**config.mk**
```make
export PLATFORM = sky130hd
export DESIGN_NAME = block_counter
export DESIGN_NICKNAME = d
export VERILOG_FILES = /design/src/rtl/pbc_pkg.sv /design/src/rtl/ones_cell.sv /design/src/rtl/block_counter.sv
export SDC_FILE = /design/constraint.sdc
export NUM_CORES = 1
export LEC_CHECK = 0
export BUFFER_PORTS_ARGS = -buffer_cell sky130_fd_sc_hd__buf_2
export CAP_MARGIN = 25
export CORE_AREA = 2 2 39 41
export DETAILED_ROUTE_END_ITERATION = 8
export DIE_AREA = 0 0 41 43
export PLACE_DENSITY = 0.39
export SLEW_MARGIN = 25
export SYNTH_ARGS = -nofsm -noshare
export SYNTH_HDL_FRONTEND = slang
export SYNTH_SLANG_ARGS = --single-unit
```
**constraint.sdc**
```tcl
create_clock -name vclk -period 2.2
set_input_delay 0.11 -clock vclk [all_inputs]
set_output_delay 0.11 -clock vclk [all_outputs]
set_load 0.05 [all_outputs]
```
**src/rtl/pbc_pkg.sv**
```systemverilog
// Package pbc_pkg: shared helpers for the partitioned Berger checker.
// Assumes block widths of 2 or more; the decomposition puts four-input
// cells first and covers any remainder with 2- or 3-input cells.
package pbc_pkg;

    // Number of counter cells used to cover a block of bw bits.
    function automatic int cell_count(input int bw);
        int n4;
        int r;
        n4 = bw / 4;
        r  = bw % 4;
        if (r == 0) return n4;
        if (r == 1) return n4 + 1;   // one 4-cell becomes a 3-cell plus a 2-cell
        return n4 + 1;
    endfunction

    // Input count of cell idx inside a block of bw bits.
    function automatic int cell_width(input int bw, input int idx);
        int n4;
        int r;
        n4 = bw / 4;
        r  = bw % 4;
        if (r == 0) return 4;
        if (r == 1) begin
            if (idx < n4 - 1) return 4;
            if (idx == n4 - 1) return 3;
            return 2;
        end
        if (idx < n4) return 4;
        return r;
    endfunction

    // Bit offset of cell idx inside its block.
    function automatic int cell_offset(input int bw, input int idx);
        int off;
        off = 0;
        for (int i = 0; i < idx; i++) off += cell_width(bw, i);
        return off;
    endfunction

endpackage

```
**src/rtl/ones_cell.sv**
```systemverilog
// ones_cell: counts the ones on N inputs (N = 2, 3 or 4) into a 3-bit value.
// Every gate in the cell has at most four inputs.
module ones_cell #(
    parameter int N = 4
) (
    input  logic [N-1:0] bits,
    output logic [2:0]   cnt
);

    generate
        if (N == 2) begin : g_two
            // Half adder.
            assign cnt = {1'b0, bits[1] & bits[0], bits[1] ^ bits[0]};
        end else if (N == 3) begin : g_three
            // Full adder: parity and majority.
            assign cnt = {1'b0,
                          (bits[0] & bits[1]) | (bits[0] & bits[2]) | (bits[1] & bits[2]),
                          bits[0] ^ bits[1] ^ bits[2]};
        end else if (N == 4) begin : g_four
            logic h_lo, c_lo, h_hi, c_hi, c_mid;
            // Two half adders on the input pairs, then merge the weight-two carries.
            always_comb begin
                h_lo  = bits[0] ^ bits[1];
                c_lo  = bits[0] & bits[1];
                h_hi  = bits[2] ^ bits[3];
                c_hi  = bits[2] & bits[3];
                c_mid = h_lo & h_hi;
                cnt   = {c_lo & c_hi, c_lo ^ c_hi ^ c_mid, h_lo ^ h_hi};
            end
        end else begin : g_other
            assign cnt = 3'($countones(bits));
        end
    endgenerate

endmodule

```
**src/rtl/block_counter.sv**
```systemverilog
// block_counter: ones count of one information block, built from small
// counter cells whose partial sums are added. Assumes BW >= 2.
module block_counter
    import pbc_pkg::*;
#(
    parameter int BW    = 8,
    localparam int OUT_W = $clog2(BW + 1)
) (
    input  logic [BW-1:0]    bits,
    output logic [OUT_W-1:0] count
);

    localparam int NC    = cell_count(BW);
    localparam int SUM_W = (OUT_W > 3) ? OUT_W : 3;

    logic [2:0]       part [NC];
    logic [SUM_W-1:0] acc;

    generate
        for (genvar g = 0; g < NC; g++) begin : g_cell
            localparam int W   = cell_width(BW, g);
            localparam int OFF = cell_offset(BW, g);
            ones_cell #(.N(W)) u_cell (
                .bits (bits[OFF +: W]),
                .cnt  (part[g])
            );
        end
    endgenerate

    // Adder chain over the partial cell counts.
    always_comb begin
        acc = '0;
        for (int i = 0; i < NC; i++) acc = acc + SUM_W'(part[i]);
    end

    assign count = acc[OUT_W-1:0];

endmodule

```
* Word-level counts from Yosys, hierarchy flattened
Index checks and enable logic that the tools add are counted.
** Word-level totals
- Flip-flop bits (word level) :: 0
- Latch bits :: 0
- Memory bits (writable) :: 0
- ROM bits :: 0
- Input port bits :: 8
- Output and inout port bits :: 4
- Word-level logic and storage cells :: 19
- Memories :: 0
** Cells by class
- $add $sub $neg :: 1
- $mul :: 0
- Divide/modulo/power cells :: 0
- Order comparisons :: 0
- Equality and inequality tests :: 0
- Shifts and indexed selects :: 0
- Multiplexer cells :: 0
- Bitwise gates (word level) :: 18
- Reduce and logical (&&, ||, !) cells :: 0
** Operators with widths (number)
- XOR 1 bit :: 10
- bitwise AND 1 bit :: 8
- adder 3 x 3 -> 4 bit :: 1

* Logic depth before layout (Yosys ltp)
- Depth in word-level cells :: 4
- Depth in mapped cells :: 6
- Gate-level depth less buffers :: 6

* Hierarchy
From an unflattened synthesis, not the netlist that was laid out.
** Unflattened totals
- Cells, all modules :: 22
- Area total of the unflattened synthesis :: 212.7 um^2
** Modules (own cells, without submodules)
- ones_cell :: instances 2, cells each 5, area each 58.8 um^2, seq. area each 0.0 um^2
- block_counter :: instances 1, cells each 12, area each 95.1 um^2, seq. area each 0.0 um^2

* Worst setup path before layout
No wires, ideal clock.
- Kind :: input-to-output
- Start point :: input bits[0]
- End point :: output count[2]
- Arrival :: 2.108 ns
- Data required time :: 2.090 ns
- Path slack :: -0.018 ns
- Stages on the path :: 6
- Buffers on the path :: 0
- Path through :: ha_1 -> ha_1 -> xor2_1 -> inv_1 -> fa_1 -> xnor2_1
** Between the ends
- Longest elaborated chain between the ends :: 4
- Elaborated cells between the ends (all ways) :: 8
- Classes of those cells :: add/sub: 1; bitwise: 7
** RTL lines
- start, declared :: RTL line block_counter.sv:9 : input logic [BW-1:0] bits,
- bitwise AND 1 bit / XOR 1 bit (equally long branches) :: RTL line ones_cell.sv:24, ones_cell.sv:23
- XOR 1 bit / bitwise AND 1 bit (equally long branches) :: RTL line ones_cell.sv:28, ones_cell.sv:27
- XOR 1 bit :: RTL line ones_cell.sv:28 : cnt = {c_lo & c_hi, c_lo ^ c_hi ^ c_mid, h_lo ^ h_hi};
- adder 3 x 3 -> 4 bit (*) :: RTL line block_counter.sv:33 : for (int i = 0; i < NC; i++) acc = acc + SUM_W'(part[i]);
- end, declared :: RTL line block_counter.sv:10 : output logic [OUT_W-1:0] count
Mark *: on every way between the ends. The rest lies on a longest branch, timed or not.

* Worst setup path in the final report
Same ends and word-level chain as after synthesis.

==> summary.txt <==
Power and ir drop
  • Total Power: 0.000200 W
  • P_leak: 0.194 nW
  • Power per cell area: 666 mW/mm^2
  • Peak VDD IR: 0.260 mV

GRT
  • Vias in the first global route: 163
  • Total global-route track usage: 4.10%
  • Initial antenna violation count: 0
  • Congestion Overflow GR: 0
  • Largest net degree at the start of global routing: 4
  • Met2 Resource Use GR: 8.13%
  • Grt met3 use: 0%
  • First-pass GRT wire length: 558 um
  • Grt peak-use layer: met2
  • GR Util met1: 4.75%

Finish
  • Diode count: 0
  • Fin nets: 56
  • Clock buffer cells: 0
  • FF/Latch Area: 0 um^2
  • Seq cells: 0
  • Share of layout cells above drive strength 1: 38.2%
  • P&R area growth vs syn: 41.2%
  • Fill cells: 164

Floorplanning
  • # IOs: 12
  • Die area: 0.00176 mm^2
  • Core footprint: 0.00138 mm^2
  • Die height: 43 um
  • Die X: 41 um
  • Site row count: 14
  • Initial Utilization: 15.4%

Setup path
  • CP required: 2.09 ns
  • WP data arrival: 1.84 ns
  • Critical Path Fanout Max: 2
  • Startpoint types: input pin
  • WS Path Type: input pin to output port
  • Worst setup EP type: output port

Timing
  • Fin. Hold Viols: 0
  • Minimum clock period: 1.95 ns
  • Final hold slack: 0.883 ns
  • Final worst-path cycle share: 88.6%
  • Fin. max-slew vios: 0
  • Post-route setup TNS: 0 ns
  • Slew Limit Headroom: 83.4%
  • Post-route setup slack: 0.252 ns
  • RSZ-0062 raised after global routing: false
  • Max Fclk: 513 MHz
  • Worst-Margin Slew: 0.251 ns
  • # setup viols final: 0

Routing
  • Drt wl/cell: 5.94 um
  • Routed wire length: 297 um
  • Post-route ant nets: 0
  • DR iter-0 viols: 1
  • DR vias/cell: 3.76
  • DR vias: 188
  • Detailed Routing Iterations Pass 1: 4
  • # DRC: 0

Flow run
  • # Max-Cap Violations: 0

Worst hold path
  • Hold worst-path end: count[0]
  • Hold Path Class: input pin to output port
  • Hold depth: 5
  • Hold_sp: bits[7]

Logic synthesis
  • Synth Instances: 22
  • Synth warn: 0
  • Synth cell types: 8
  • Synth top area share: 64.7%
  • Mean Syn Cell Area: 9.67 um^2
  • Cell taking the most area after synthesis: ha_1
  • Sequential share of the synthesized area: 0%
  • Post-Synthesis Cell Area: 213 um^2
  • Mapped Nets: 42
  • Synth top area cells: ha_1 65%, fa_1 9.4%, xor2_1 8.2%

Placed design
  • Worst slack at placement: 0.226 ns
  • GP Congestion: 0.581
  • Port Buffer Count: 12

Clock network
  • CTS hold repair buffers: 0
  • Setup bufs post-CTS: 0
  • Post-CTS Resized: 0

Run status
  • Outcome: finished, final reports clean
## synthesized netlist by cell type (all sizes together)
cell    n
ha     11
nand3   1
inv     4
a21oi   1
xor2    2
xnor2   1
fa      1
nand2   1
## per-stage QoR
stage | area, um^2 | cells | utilization, %
3_5_place_dp | 300 | 50 | 21.7
4_1_cts | 300 | 50 | 21.7
6_report | 300 | 50 | 21.7
2_1_floorplan | 220 | 22 | -
3_3_place_gp | 300 | 50 | 21.7
5_1_grt | 300 | 50 | 21.7
## cell type report
cell class	count	area (um^2)	share of cell area, %
Tap cell	16	20.0	6.67
Inverter	4	15.0	5.00
Multi-Input combinational cell	18	205	68.3
Timing Repair Buffer	12	60.1	20.0
## how the worst max path moves through the flow
stage / startpoint / end / slack [ns] / cells past startpoint
floorplan: bits[0] / count[2] / 0.27 / 6
global placement: bits[0] / count[2] / 0.22 / 8
detailed placement: bits[0] / count[2] / 0.23 / 8
CTS: bits[0] / count[2] / 0.23 / 8
global route: bits[0] / count[2] / 0.15 / 8
finish: bits[0] / count[2] / 0.25 / 8
## worst max-delay path, stage by stage
cell and delay, ns:
buf_2 0.10, ha_1 0.28, ha_1 0.20, xor2_1 0.20
inv_1 0.09, fa_1 0.46, xnor2_2 0.12, buf_2 0.27
## report_power, final
| part | internal, W | leakage, nW | switching (W) | total (W) |
|---|---|---|---|---|
| clock | 0 | 0 | 0 | 0 |
| combinational | 0.0000579 | 0.194 | 0.000142 | 0.000200 |
| sequential | 0 | 0 | 0 | 0 |
## layer usage
metal | part of all wire (%) | wire length (um)
met4 | 0 | 0
met1 | 37 | 110
met3 | 6.7 | 20
met2 | 56 | 166
met5 | 0 | 0
## cell families (layout without fill, tap and decap cells)
family | Yosys count | after routing | synth area share [%]
AO/OA/AOI/OAI | 1 | 1 | 2.35
AND/OR/NAND/NOR | 2 | 2 | 4.11
adder cells (fa/ha/maj) | 12 | 12 | 74.1
XOR/XNOR | 3 | 3 | 12.4
buffers and inverters | 4 | 16 | 7.06
## cells in the final DEF, fill, tap and decap left out
master    n
a21oi_1   1
xnor2_2   1
xor2_1    2
buf_2    12
fa_1      1
nand3_1   1
nand2_1   1
ha_1     11
inv_1     4
Note: power is estimated with default switching activity, not from simulation.
